### config.mk
export PLATFORM = sky130hd
export DESIGN_NAME = mac_irq_stats
export DESIGN_NICKNAME = d
export VERILOG_FILES = /design/src/rtl/mac_irq_pkg.sv /design/src/rtl/mac_evt_counter.sv /design/src/rtl/mac_irq_status.sv /design/src/rtl/mac_irq_fsm.sv /design/src/rtl/mac_irq_stats.sv
export SDC_FILE = /design/constraint.sdc
export NUM_CORES = 1
export LEC_CHECK = 0
export BUFFER_PORTS_ARGS = -buffer_cell sky130_fd_sc_hd__buf_4
export CAP_MARGIN = 10
export CORE_MARGIN = 2
export CORE_UTILIZATION = 54
export DETAILED_ROUTE_END_ITERATION = 6
export GPL_TIMING_DRIVEN = 0
export HOLD_SLACK_MARGIN = 0.06
export PLACE_DENSITY = 0.85
export SLEW_MARGIN = 10
export SYNTH_ARGS = -nofsm -noshare
export SYNTH_HDL_FRONTEND = slang
export SYNTH_SLANG_ARGS = --single-unit
### constraint.sdc
create_clock -name clk -period 2.63 [get_ports clk]
set_input_delay 0.526 -clock clk [delete_from_list [all_inputs] [get_ports clk]]
set_output_delay 0.526 -clock clk [all_outputs]
set_load 0.02 [all_outputs]
### src/rtl/mac_irq_pkg.sv
package mac_irq_pkg;
    localparam int REG_W = 8;

    // register addresses
    localparam int ADDR_STATUS   = 0;
    localparam int ADDR_MASK     = 1;
    localparam int ADDR_CNT_BASE = 2;   // missed, runt, rx collision follow in order
    localparam int NUM_CNT       = 3;

    // status bit positions
    localparam int BIT_TXDONE   = 0;
    localparam int BIT_RXDONE   = 1;
    localparam int BIT_OVF_BASE = 2;    // overflow bit of counter k is BIT_OVF_BASE + k
    localparam int BIT_CERR     = 5;
    localparam int BIT_BABBLE   = 6;
    localparam int BIT_JABBER   = 7;

    typedef enum logic {
        IRQ_IDLE,
        IRQ_RAISED
    } irq_state_e;
endpackage

### src/rtl/mac_evt_counter.sv
module mac_evt_counter #(
    parameter int W = 8
) (
    input  logic         clk,
    input  logic         rst_n,
    input  logic         evt,
    input  logic         clr,
    output logic [W-1:0] count,
    output logic         wrap
);
    localparam logic [W-1:0] MAXV = '1;

    assign wrap = evt && !clr && (count == MAXV);

    always_ff @(posedge clk) begin
        if (!rst_n)      count <= '0;
        else if (clr)    count <= evt ? W'(1) : '0;
        else if (evt)    count <= count + W'(1);
    end

    AST_CLR_ZERO: assert property (@(posedge clk) disable iff (!rst_n)
        clr && !evt |=> count == '0);
    AST_CLR_KEEPS_EVENT: assert property (@(posedge clk) disable iff (!rst_n)
        clr && evt |=> count == W'(1));
    AST_WRAP_TO_ZERO: assert property (@(posedge clk) disable iff (!rst_n)
        evt && !clr && count == MAXV |=> count == '0);
endmodule

### src/rtl/mac_irq_status.sv
module mac_irq_status
    import mac_irq_pkg::*;
(
    input  logic             clk,
    input  logic             rst_n,
    input  logic [REG_W-1:0] set_vec,
    input  logic             rd_clr,
    input  logic             mask_we,
    input  logic [REG_W-1:0] mask_wdata,
    output logic [REG_W-1:0] status,
    output logic [REG_W-1:0] mask
);
    logic [REG_W-1:0] status_d;

    always_comb begin
        status_d = (rd_clr ? '0 : status) | set_vec;
    end

    always_ff @(posedge clk) begin
        if (!rst_n) begin
            status <= '0;
            mask   <= '1;
        end else begin
            status <= status_d;
            if (mask_we) mask <= mask_wdata;
        end
    end

    AST_STATUS_STICKY: assert property (@(posedge clk) disable iff (!rst_n)
        !rd_clr |=> (status & $past(status)) == $past(status));
    AST_MASK_HOLD: assert property (@(posedge clk) disable iff (!rst_n)
        !mask_we |=> $stable(mask));
endmodule

### src/rtl/mac_irq_fsm.sv
module mac_irq_fsm
    import mac_irq_pkg::*;
(
    input  logic clk,
    input  logic rst_n,
    input  logic pending,
    output logic irq
);
    irq_state_e state, state_nx;

    always_ff @(posedge clk) begin
        if (!rst_n) state <= IRQ_IDLE;
        else        state <= state_nx;
    end

    always_comb begin
        state_nx = state;
        unique case (state)
            IRQ_IDLE:   if (pending)  state_nx = IRQ_RAISED;
            IRQ_RAISED: if (!pending) state_nx = IRQ_IDLE;
            default:    state_nx = IRQ_IDLE;
        endcase
    end

    always_comb begin
        irq = (state == IRQ_RAISED);
    end

    AST_IRQ_RISE: assert property (@(posedge clk) disable iff (!rst_n)
        pending |=> irq);
    AST_IRQ_FALL: assert property (@(posedge clk) disable iff (!rst_n)
        !pending |=> !irq);
endmodule

### src/rtl/mac_irq_stats.sv
module mac_irq_stats
    import mac_irq_pkg::*;
#(
    parameter int ADDR_W = 3,
    parameter int CNT_W  = 8
) (
    input  logic              clk,
    input  logic              rst_n,
    input  logic              ev_missed,
    input  logic              ev_runt,
    input  logic              ev_rxcoll,
    input  logic              ev_jabber,
    input  logic              ev_babble,
    input  logic              ev_cerr,
    input  logic              ev_rxdone,
    input  logic              ev_txdone,
    input  logic [ADDR_W-1:0] bus_addr,
    input  logic              bus_rd,
    input  logic              bus_wr,
    input  logic [7:0]        bus_wdata,
    output logic [7:0]        bus_rdata,
    output logic              irq
);
    logic [NUM_CNT-1:0] cnt_evt;
    logic [NUM_CNT-1:0] cnt_clr;
    logic [NUM_CNT-1:0] cnt_wrap;
    logic [CNT_W-1:0]   cnt_val [NUM_CNT];
    logic [REG_W-1:0]   set_vec;
    logic [REG_W-1:0]   status;
    logic [REG_W-1:0]   mask;
    logic               sel_status;
    logic               sel_mask;
    logic               pending;

    assign cnt_evt    = {ev_rxcoll, ev_runt, ev_missed};
    assign sel_status = (bus_addr == ADDR_W'(ADDR_STATUS));
    assign sel_mask   = (bus_addr == ADDR_W'(ADDR_MASK));

    for (genvar k = 0; k < NUM_CNT; k++) begin : g_cnt
        assign cnt_clr[k] = bus_rd && (bus_addr == ADDR_W'(ADDR_CNT_BASE + k));
        mac_evt_counter #(.W(CNT_W)) u_cnt (
            .clk   (clk),
            .rst_n (rst_n),
            .evt   (cnt_evt[k]),
            .clr   (cnt_clr[k]),
            .count (cnt_val[k]),
            .wrap  (cnt_wrap[k])
        );
        AST_OVF_TO_STATUS: assert property (@(posedge clk) disable iff (!rst_n)
            cnt_wrap[k] |=> status[BIT_OVF_BASE + k]);
    end

    always_comb begin
        set_vec = '0;
        set_vec[BIT_JABBER] = ev_jabber;
        set_vec[BIT_BABBLE] = ev_babble;
        set_vec[BIT_CERR]   = ev_cerr;
        set_vec[BIT_RXDONE] = ev_rxdone;
        set_vec[BIT_TXDONE] = ev_txdone;
        for (int k = 0; k < NUM_CNT; k++) set_vec[BIT_OVF_BASE + k] = cnt_wrap[k];
    end

    mac_irq_status u_status (
        .clk        (clk),
        .rst_n      (rst_n),
        .set_vec    (set_vec),
        .rd_clr     (bus_rd && sel_status),
        .mask_we    (bus_wr && sel_mask),
        .mask_wdata (bus_wdata),
        .status     (status),
        .mask       (mask)
    );

    assign pending = |(status & ~mask);

    mac_irq_fsm u_fsm (
        .clk     (clk),
        .rst_n   (rst_n),
        .pending (pending),
        .irq     (irq)
    );

    always_comb begin
        bus_rdata = '0;
        if (sel_status)    bus_rdata = status;
        else if (sel_mask) bus_rdata = mask;
        for (int k = 0; k < NUM_CNT; k++)
            if (bus_addr == ADDR_W'(ADDR_CNT_BASE + k)) bus_rdata = 8'(cnt_val[k]);
    end

    AST_STATUS_WRITE_NOP: assert property (@(posedge clk) disable iff (!rst_n)
        bus_wr && sel_status && !bus_rd && set_vec == '0
        |=> status == $past(status));
endmodule

-- Word-level counts from Yosys, hierarchy flattened
Cells that the tools add are included.
Widths: inputs -> output; s select.
- $add $sub $neg: 3
- eq/ne operators: 7
- mux-type cells: 16
- bitwise logic cells: 3
- reduce and logical (&&, ||, !) cells: 19
- operators by type and width (kind ; number):
    $mux 8 ; 12
    $add 8x1->8 const B ; 3
    $eq 8x8->1 const B ; 3
    $logic_and 1x1->1 ; 11
    $and 8x8->8 ; 1
    $not 8->8 ; 1
    $or 8x8->8 ; 1
    $reduce_or 8->1 ; 1
    $eq 3x2->1 const B ; 2
    $reduce_bool 2->1 ; 3
    $mux 1 ; 4
    $eq 3x1->1 const B ; 1
    $eq 3x3->1 const B ; 1
    $logic_not 1->1 ; 3
    $logic_not 3->1 ; 1
- register bits: 41
- input port bits: 23
- output and inout port bits: 9
- word-level logic and storage cells: 54

-- Depth between registers and ports, before layout
Gate-level depths: netlist of the first run.
- word-level depth: 6
- depth in mapped cells: 6
- depth with buffers taken out: 4

-- Modules after synthesis
Synthesis of the first run repeated with hierarchy kept, for this count alone.
- cells, all modules: 242
- area, all modules: 2163.3 µm²
- modules (own cells, without submodules) (module ; instances ; cells an instance ; area each (µm²) ; seq. area each (µm²)):
    mac_evt_counter ; 3 ; 40 ; 369.1 ; 160.2
    mac_irq_status ; 1 ; 51 ; 570.5 ; 320.3
    mac_irq_stats ; 1 ; 69 ; 459.2 ; 0.0
    mac_irq_fsm ; 1 ; 2 ; 26.3 ; 20.0

-- Worst setup path before layout of the first run
Ideal clock, no wire load.
- kind: input -> output
- start point: input port bus_addr[0]
- end point: output port bus_rdata[4]
- arrival: 1.784 ns
- required time: 2.104 ns
- setup slack: 0.320 ns
- stages: 4
- path buffers: 2
- cell sequence: buf_2 buf_4 mux2i_1 o311ai_0
- cells in the longest elaborated chain, start to end: 6
- elaborated cells on any way between the ends: 10
- those cells by class: eq/ne: 4; mux: 5; reduce/logical: 1
- RTL lines (item ; RTL line ; source):
    from (decl) ; mac_irq_stats.sv:17 ; input logic [ADDR_W-1:0] bus_addr,
    $eq 3x1->1 ; mac_irq_stats.sv:37 ; assign sel_mask = (bus_addr == ADDR_W'(ADDR_MASK));
    $mux 8 ; mac_irq_stats.sv:86 ; else if (sel_mask) bus_rdata = mask;
    $mux 8 ; mac_irq_stats.sv:85 ; if (sel_status) bus_rdata = status;
    $mux 8 (2 in series) ; mac_irq_stats.sv:88 ; if (bus_addr == ADDR_W'(ADDR_CNT_BASE + k)) bus_rdata = 8'(cnt_val[k]);
    $mux 8 * ; mac_irq_stats.sv:88 ;
    to (decl) ; mac_irq_stats.sv:21 ; output logic [7:0] bus_rdata,
Every way passes the cells marked *; elsewhere a longest branch is shown, timed or not.

-- Worst setup path in the final report of the first run
- start point: input port bus_addr[0]
- end point: output port bus_rdata[1]
Same word-level chain as after synthesis.

==> results.json, run 1 <==
{
  "core-area_mm2": 0.00372,
  "start_util_pct": 57.0,
  "cp_data_required_time_ps": 2100,
  "maxCapViolCount": 0,
  "grt_overflow": 0,
  "synth_warnings": 0,
  "drive_above_1_share_pct": 18.8,
  "antenna_found_initial": 0,
  "io_buffers": 25,
  "synth_area_mm2": 0.00212,
  "power_density_mw_per_mm2": 496,
  "finClkSkew_ps": 3.73,
  "ys_types": 38,
  "grt_pass1_wl_mm": 8.23,
  "hold_violations": 0,
  "timing.final.crit_share_pct": 84.8,
  "diodes": 0,
  "cts_resized": 0,
  "numCtsBuffers": 5,
  "final_core_util_pct": 65.9,
  "critical_path_class": "input port to output port",
  "cts.sinks": 41,
  "cts-root-buf": "clkbuf_8",
  "ctsHoldBuffers": 0,
  "min_period_ps": 2230,
  "worstSetupEndpointType": "output port",
  "final_area_mm2": 0.00245,
  "slew_headroom_pct": 59.1,
  "pre_cts_ws_ps": 411,
  "syn_inst": 239,
  "hpwl_mm": 3.50,
  "worstPathMaxFanout": 10,
  "area_growth_pct": 15.6,
  "synth_nets": 265,
  "dieArea_mm2": 0.00444,
  "leakage_nw": 0.941,
  "drt_iter0_markers": 156,
  "nets": 297,
  "grt_max_degree": 13,
  "drt_first_pass_iters": 4,
  "arrival_ps": 1700,
  "post_synth.cell_area_avg_um2": 8.86,
  "async_flop_share_pct": 0,
  "multi_input_area_mm2": 0.00117,
  "cts_tree": "built",
  "synth_flop_cell": "dfxtp_1",
  "hp-class": "input port to flop",
  "cts.htree.levels": 2,
  "vdd_drop_max_mv": 0.335,
  "fp.dieW_um": 66.6,
  "worst_pin_slew_ps": 609,
  "post_cts_buffers": 0,
  "path_clk_slew_ps": 80,
  "fp.dieH_um": 66.6,
  "tns_ps": 0,
  "vias": 1873,
  "finalMaxSlewViolations": 0,
  "ys_seq_area_share_pct": 38.8,
  "vias_per_cell": 5.85,
  "clockBufferDepth": 2,
  "synth_enable_flop_cells": 0,
  "status": "finished clean",
  "fmax_ghz": 0.448,
  "routed_wl_mm": 4.85,
  "dpl_cell_area_mm2": 0.00236,
  "drc": 0,
  "worstSkewPairLatency_ps": 300,
  "final.setup.worst_slack_ps": 400,
  "grt_pass1_vias": 1799,
  "rows": 22,
  "synth-seq-cells": 41,
  "finalPower_mw": 1.21,
  "startpoint_type": "input port",
  "setup_viol": 0,
  "grtUsageTotal_pct": 24.5,
  "seqCellArea_um2": 821,
  "globalplace.congestion": 0.877,
  "io_pins": 32,
  "fillers": 322,
  "grt_setup_unrepaired": "no",
  "wire_per_inst_um": 15.2,
  "ant_nets": 0
}
==> cells in the final DEF, fill, tap and decap left out, drive strengths merged <==
| master | instances |
|---|---|
| nor2b | 7 |
| a22oi | 6 |
| inv | 10 |
| o311ai | 1 |
| o22ai | 10 |
| a2bb2oi | 6 |
| o21ai | 9 |
| or4b | 1 |
| nor3 | 2 |
| xor2 | 9 |
| clkinv | 2 |
| mux2i | 22 |
| and2 | 1 |
| nor2 | 12 |
| or3 | 9 |
| nand4bb | 1 |
| o41ai | 2 |
| mux2 | 2 |
| a21oi | 14 |
| o31ai | 3 |
| nand4 | 11 |
| nand2 | 23 |
| nand4b | 1 |
| nand3b | 1 |
| nand3 | 9 |
| a211o | 1 |
| dfxtp | 41 |
| buf | 35 |
| ha | 3 |
| o41a | 1 |
| nor4bb | 1 |
| clkbuf | 13 |
| nand2b | 3 |
==> per-stage QoR <==
step,std cells,hold slack [ps]
after CTS,320,443
after floorplan,239,456
final,320,444
after detailed placement,312,489
after global routing,320,447
after global placement,312,482
==> sequential cells by signal (all words and copies together) (netlist names) <==
register and flops:
u_fsm.irq 1, u_status.status 8, g_cnt.u_cnt.count 24, u_status.mask 8
==> cell type report <==
cell class,count,area share (%)
inverters,10,1.53
flip-flops and latches,41,33.5
well taps,48,2.45
plain buffers,17,3.78
multi-input cells,171,47.6
clock buffers,6,2.97
clock inverters,2,0.409
repair buffers,25,7.67
==> power breakdown <==
group / internal, mW / switching (mW)
Sequential: 0.637 / 0.0194
Combinational: 0.0779 / 0.0852
Clock: 0.184 / 0.211
Total: 0.899 / 0.316
==> path summary, 6_finish.rpt <==
kind	start	end	slack, ps	depth (start not counted)
setup / recovery	bus_addr[0]	bus_rdata[1]	400	5
hold / removal	bus_wdata[3]	u_status.mask[3]	440	3
setup reg to reg	g_cnt[1].u_cnt.count[1]	g_cnt[1].u_cnt.count[6]	1300	4
hold reg to reg	g_cnt[2].u_cnt.count[7]	u_status.status[4]	500	2
==> layer usage <==
| metal | vias to the layer above | track usage (%) | part of all wire (%) |
|---|---|---|---|
| met5 | - | 0 | 0 |
| met4 | 0 | 11.5 | 2.6 |
| met3 | 12 | 3.89 | 6.3 |
| met2 | 68 | 39.4 | 47 |
| met1 | 866 | 31.9 | 44 |
| li1 | 927 | - | - |
==> cells in the mapped netlist, types with 3 or more instances <==
cell type  number  share of area, %
inv_1          10               1.8
o22ai_1        10               3.0
nor2_1         12               2.1
a2bb2oi_1       6               2.5
o21ai_0         9               2.1
nand4_1        11               3.3
buf_2           5               1.2
a21oi_2         5               2.1
nor2b_1         7               2.1
ha_1            3               1.8
xor2_1          9               3.7
a22oi_1         6               2.1
nand2b_1        3              0.89
a21oi_1         9               2.1
dfxtp_1        41                39
nand2_1        23               4.1
clkbuf_1        7               1.2
or3_1           9               2.7
mux2i_1        22                10
nand3_1         9               2.1
==> worst max-delay path, stage by stage <==
cell	delay (ps)
buf_2	150
buf_4	220
mux2_2	350
a211o_1	300
buf_4	160
==> cells by family (layout without fill, tap and decap cells) <==
group	count (synthesis)	after routing	share of synthesized area, %
muxes	24	24	11.5
xor gates and xnor gates	9	9	3.72
DFF	41	41	38.8
and+or+nand+nor	82	82	20.4
adders and majority gates	3	3	1.77
AOI/OAI and AO/OA	53	53	17.7
buffers and inverters	27	60	6.15
Power figures use the tool's default switching activity.
==> run 2: changes to the inputs <==
CORE_UTILIZATION = 51   (was 54)
clock period = 1.85 ns   (was 2.63 ns; I/O delays follow)
==> results.json, run 2 (synthesis gave the netlist of run 1 again) <==
{
  "status": "finished clean",
  "worstPathMaxFanout": 10,
  "finClkSkew_ps": 4.08,
  "reg_top3": "g_cnt.u_cnt.count (24), u_status.mask (8), u_status.status (8)",
  "crit_path_cell_trace": "buf_4, buf_8, mux2_2, a211o_1, buf_4",
  "grt_pass1_wl_mm": 8.21,
  "cpMaxStageDelayCell": "mux2_2",
  "min_to": "u_status.mask[7]",
  "path_common_cell": "buf_4",
  "drive_above_1_share_pct": 21.1,
  "grt_pass1_vias": 1812,
  "rows": 23,
  "wire_per_inst_um": 15.5,
  "numCtsBuffers": 5,
  "finalPower_mw": 1.92,
  "nets": 300,
  "fillers": 343,
  "io_pins": 32,
  "setup_viol": 0,
  "seqCellArea_um2": 821,
  "pre_cts_ws_ps": -61.1,
  "startpoint_type": "input port",
  "final.setup.worst_slack_ps": 47.8,
  "cts_tree": "built",
  "drt_iter0_markers": 91,
  "grt_max_degree": 13,
  "cpLargestDelayFamily": "buffers and inverters",
  "antenna_found_initial": 0,
  "fmax_ghz": 0.555,
  "hpwl_mm": 3.69,
  "start_util_pct": 52.9,
  "cp_data_required_time_ps": 1480,
  "vias": 1856,
  "path_buf_inv": 3,
  "vias_per_cell": 5.71,
  "worst_pin_slew_ps": 678,
  "io_buffers": 25,
  "globalplace.congestion": 0.840,
  "final_core_util_pct": 63.3,
  "grtUsageTotal_pct": 23.8,
  "cpPeakStageDelay_ps": 330,
  "most-common-layout-cells": "41 x dfxtp_1, 30 x buf_4, 23 x nand2_1",
  "drt_first_pass_iters": 6,
  "timing.final.crit_share_pct": 97.4,
  "min_period_ps": 1800,
  "finalMaxSlewViolations": 0,
  "power_density_mw_per_mm2": 760,
  "routed_wl_mm": 5.04,
  "drc": 0,
  "layout_commonest_cell": "dfxtp_1",
  "core-area_mm2": 0.00400,
  "leakage_nw": 0.984,
  "min_delay_path_depth": 3,
  "cts.sinks": 41,
  "fp.dieH_um": 68.4,
  "vdd_drop_max_mv": 0.487,
  "ant_nets": 0,
  "hold_violations": 0,
  "dieArea_mm2": 0.00468,
  "fp.dieW_um": 68.4,
  "worstHoldStart": "bus_wdata[7]",
  "r2r-end": "g_cnt[0].u_cnt.count[6]",
  "path_clk_slew_ps": 80,
  "diodes": 0,
  "grt_setup_unrepaired": "no",
  "worstSetupEndpointType": "output port",
  "top_register": "g_cnt.u_cnt.count",
  "cts-root-buf": "clkbuf_8",
  "area_growth_pct": 19.6,
  "worstSkewPairLatency_ps": 290,
  "critical_path_class": "input port to output port",
  "cts.htree.levels": 2,
  "timing.rr.start": "g_cnt[0].u_cnt.count[1]",
  "reg2reg_depth": 4,
  "clockBufferDepth": 2,
  "maxCapViolCount": 0,
  "arrival_ps": 1430,
  "hp-class": "input port to flop",
  "slew_headroom_pct": 54.5,
  "multi_input_area_mm2": 0.00118,
  "r2r_slack_ps": 490,
  "largest_reg_flops": 24,
  "grt_overflow": 0
}
run 2: changes by cell type in the layout (fill, tap and decap cells not counted), sizes merged:
cell    before  now
buf         35   38
clkinv       2    0
bufinv       0    1
clkbuf      13   14
run 2: metal layers:
layer | part of all wire (%) | global-route usage, % | wire length [µm] | vias up
met3 | 4.6 | 4.77 | 230 | 7
met1 | 46 | 29.9 | 2300 | 866
met5 | 0 | 0 | 0 | -
met4 | 1.4 | 8.50 | 72 | 0
met2 | 48 | 40.1 | 2440 | 50
li1 | - | - | - | 933
run 2: how the worst max path moves through the flow:
stage,start,endpoint,slack (ps),cells after the start
6_report,bus_addr[0],bus_rdata[1],50,5
5_1_grt,bus_addr[1],bus_rdata[1],4,5
2_1_floorplan,bus_addr[0],bus_rdata[1],90,4
3_5_place_dp,bus_addr[0],bus_rdata[1],-60,5
4_1_cts,bus_addr[0],bus_rdata[1],3,5
3_3_place_gp,bus_addr[0],bus_rdata[1],-70,5
run 2: repair_timing:
item | in CTS | in global routing
endpoints found under the hold margin | 0 | 0
gates resized for setup | 2 | 7
gates cloned | 0 | 0
hold buffers | 0 | 0
setup endpoints to repair | 2 | 5
buffers inserted | 3 | 0
pin swaps | 0 | 0
run 2: worst register-to-register path, stage by stage, from the launching register on:
cell and delay, ps:
dfxtp_1 460, ha_1 240, nand2_1 100, or3_1 330, a21oi_1 160
run 2: power by group:
group          internal (mW)  switching (mW)  leakage [nW]
registers              0.906          0.0283         0.334
logic                  0.119           0.124         0.592
clock network          0.440           0.308        0.0585
total                   1.46           0.460         0.984
run 2: stage by stage:
stage | area, µm² | hold slack [ps] | std cells | TNS (ps)
finish | 2530 | 289 | 325 | 0
global route | 2530 | 301 | 325 | 0
CTS | 2510 | 289 | 325 | 0
detailed placement | 2370 | 487 | 314 | -65.9
global placement | 2370 | 479 | 314 | -67.5
floorplan | 2120 | 456 | 239 | 0
run 2: area by class of cell:
type                            instances  area share, %
Buffer                                 17           4.15
Clock buffer                            7           3.41
Clock inverter                          1           1.19
Inverter                               10           1.48
Multi-Input combinational cell        171           46.6
Sequential cell                        41           32.4
Tap cell                               50           2.47
Timing Repair Buffer                   28           8.30
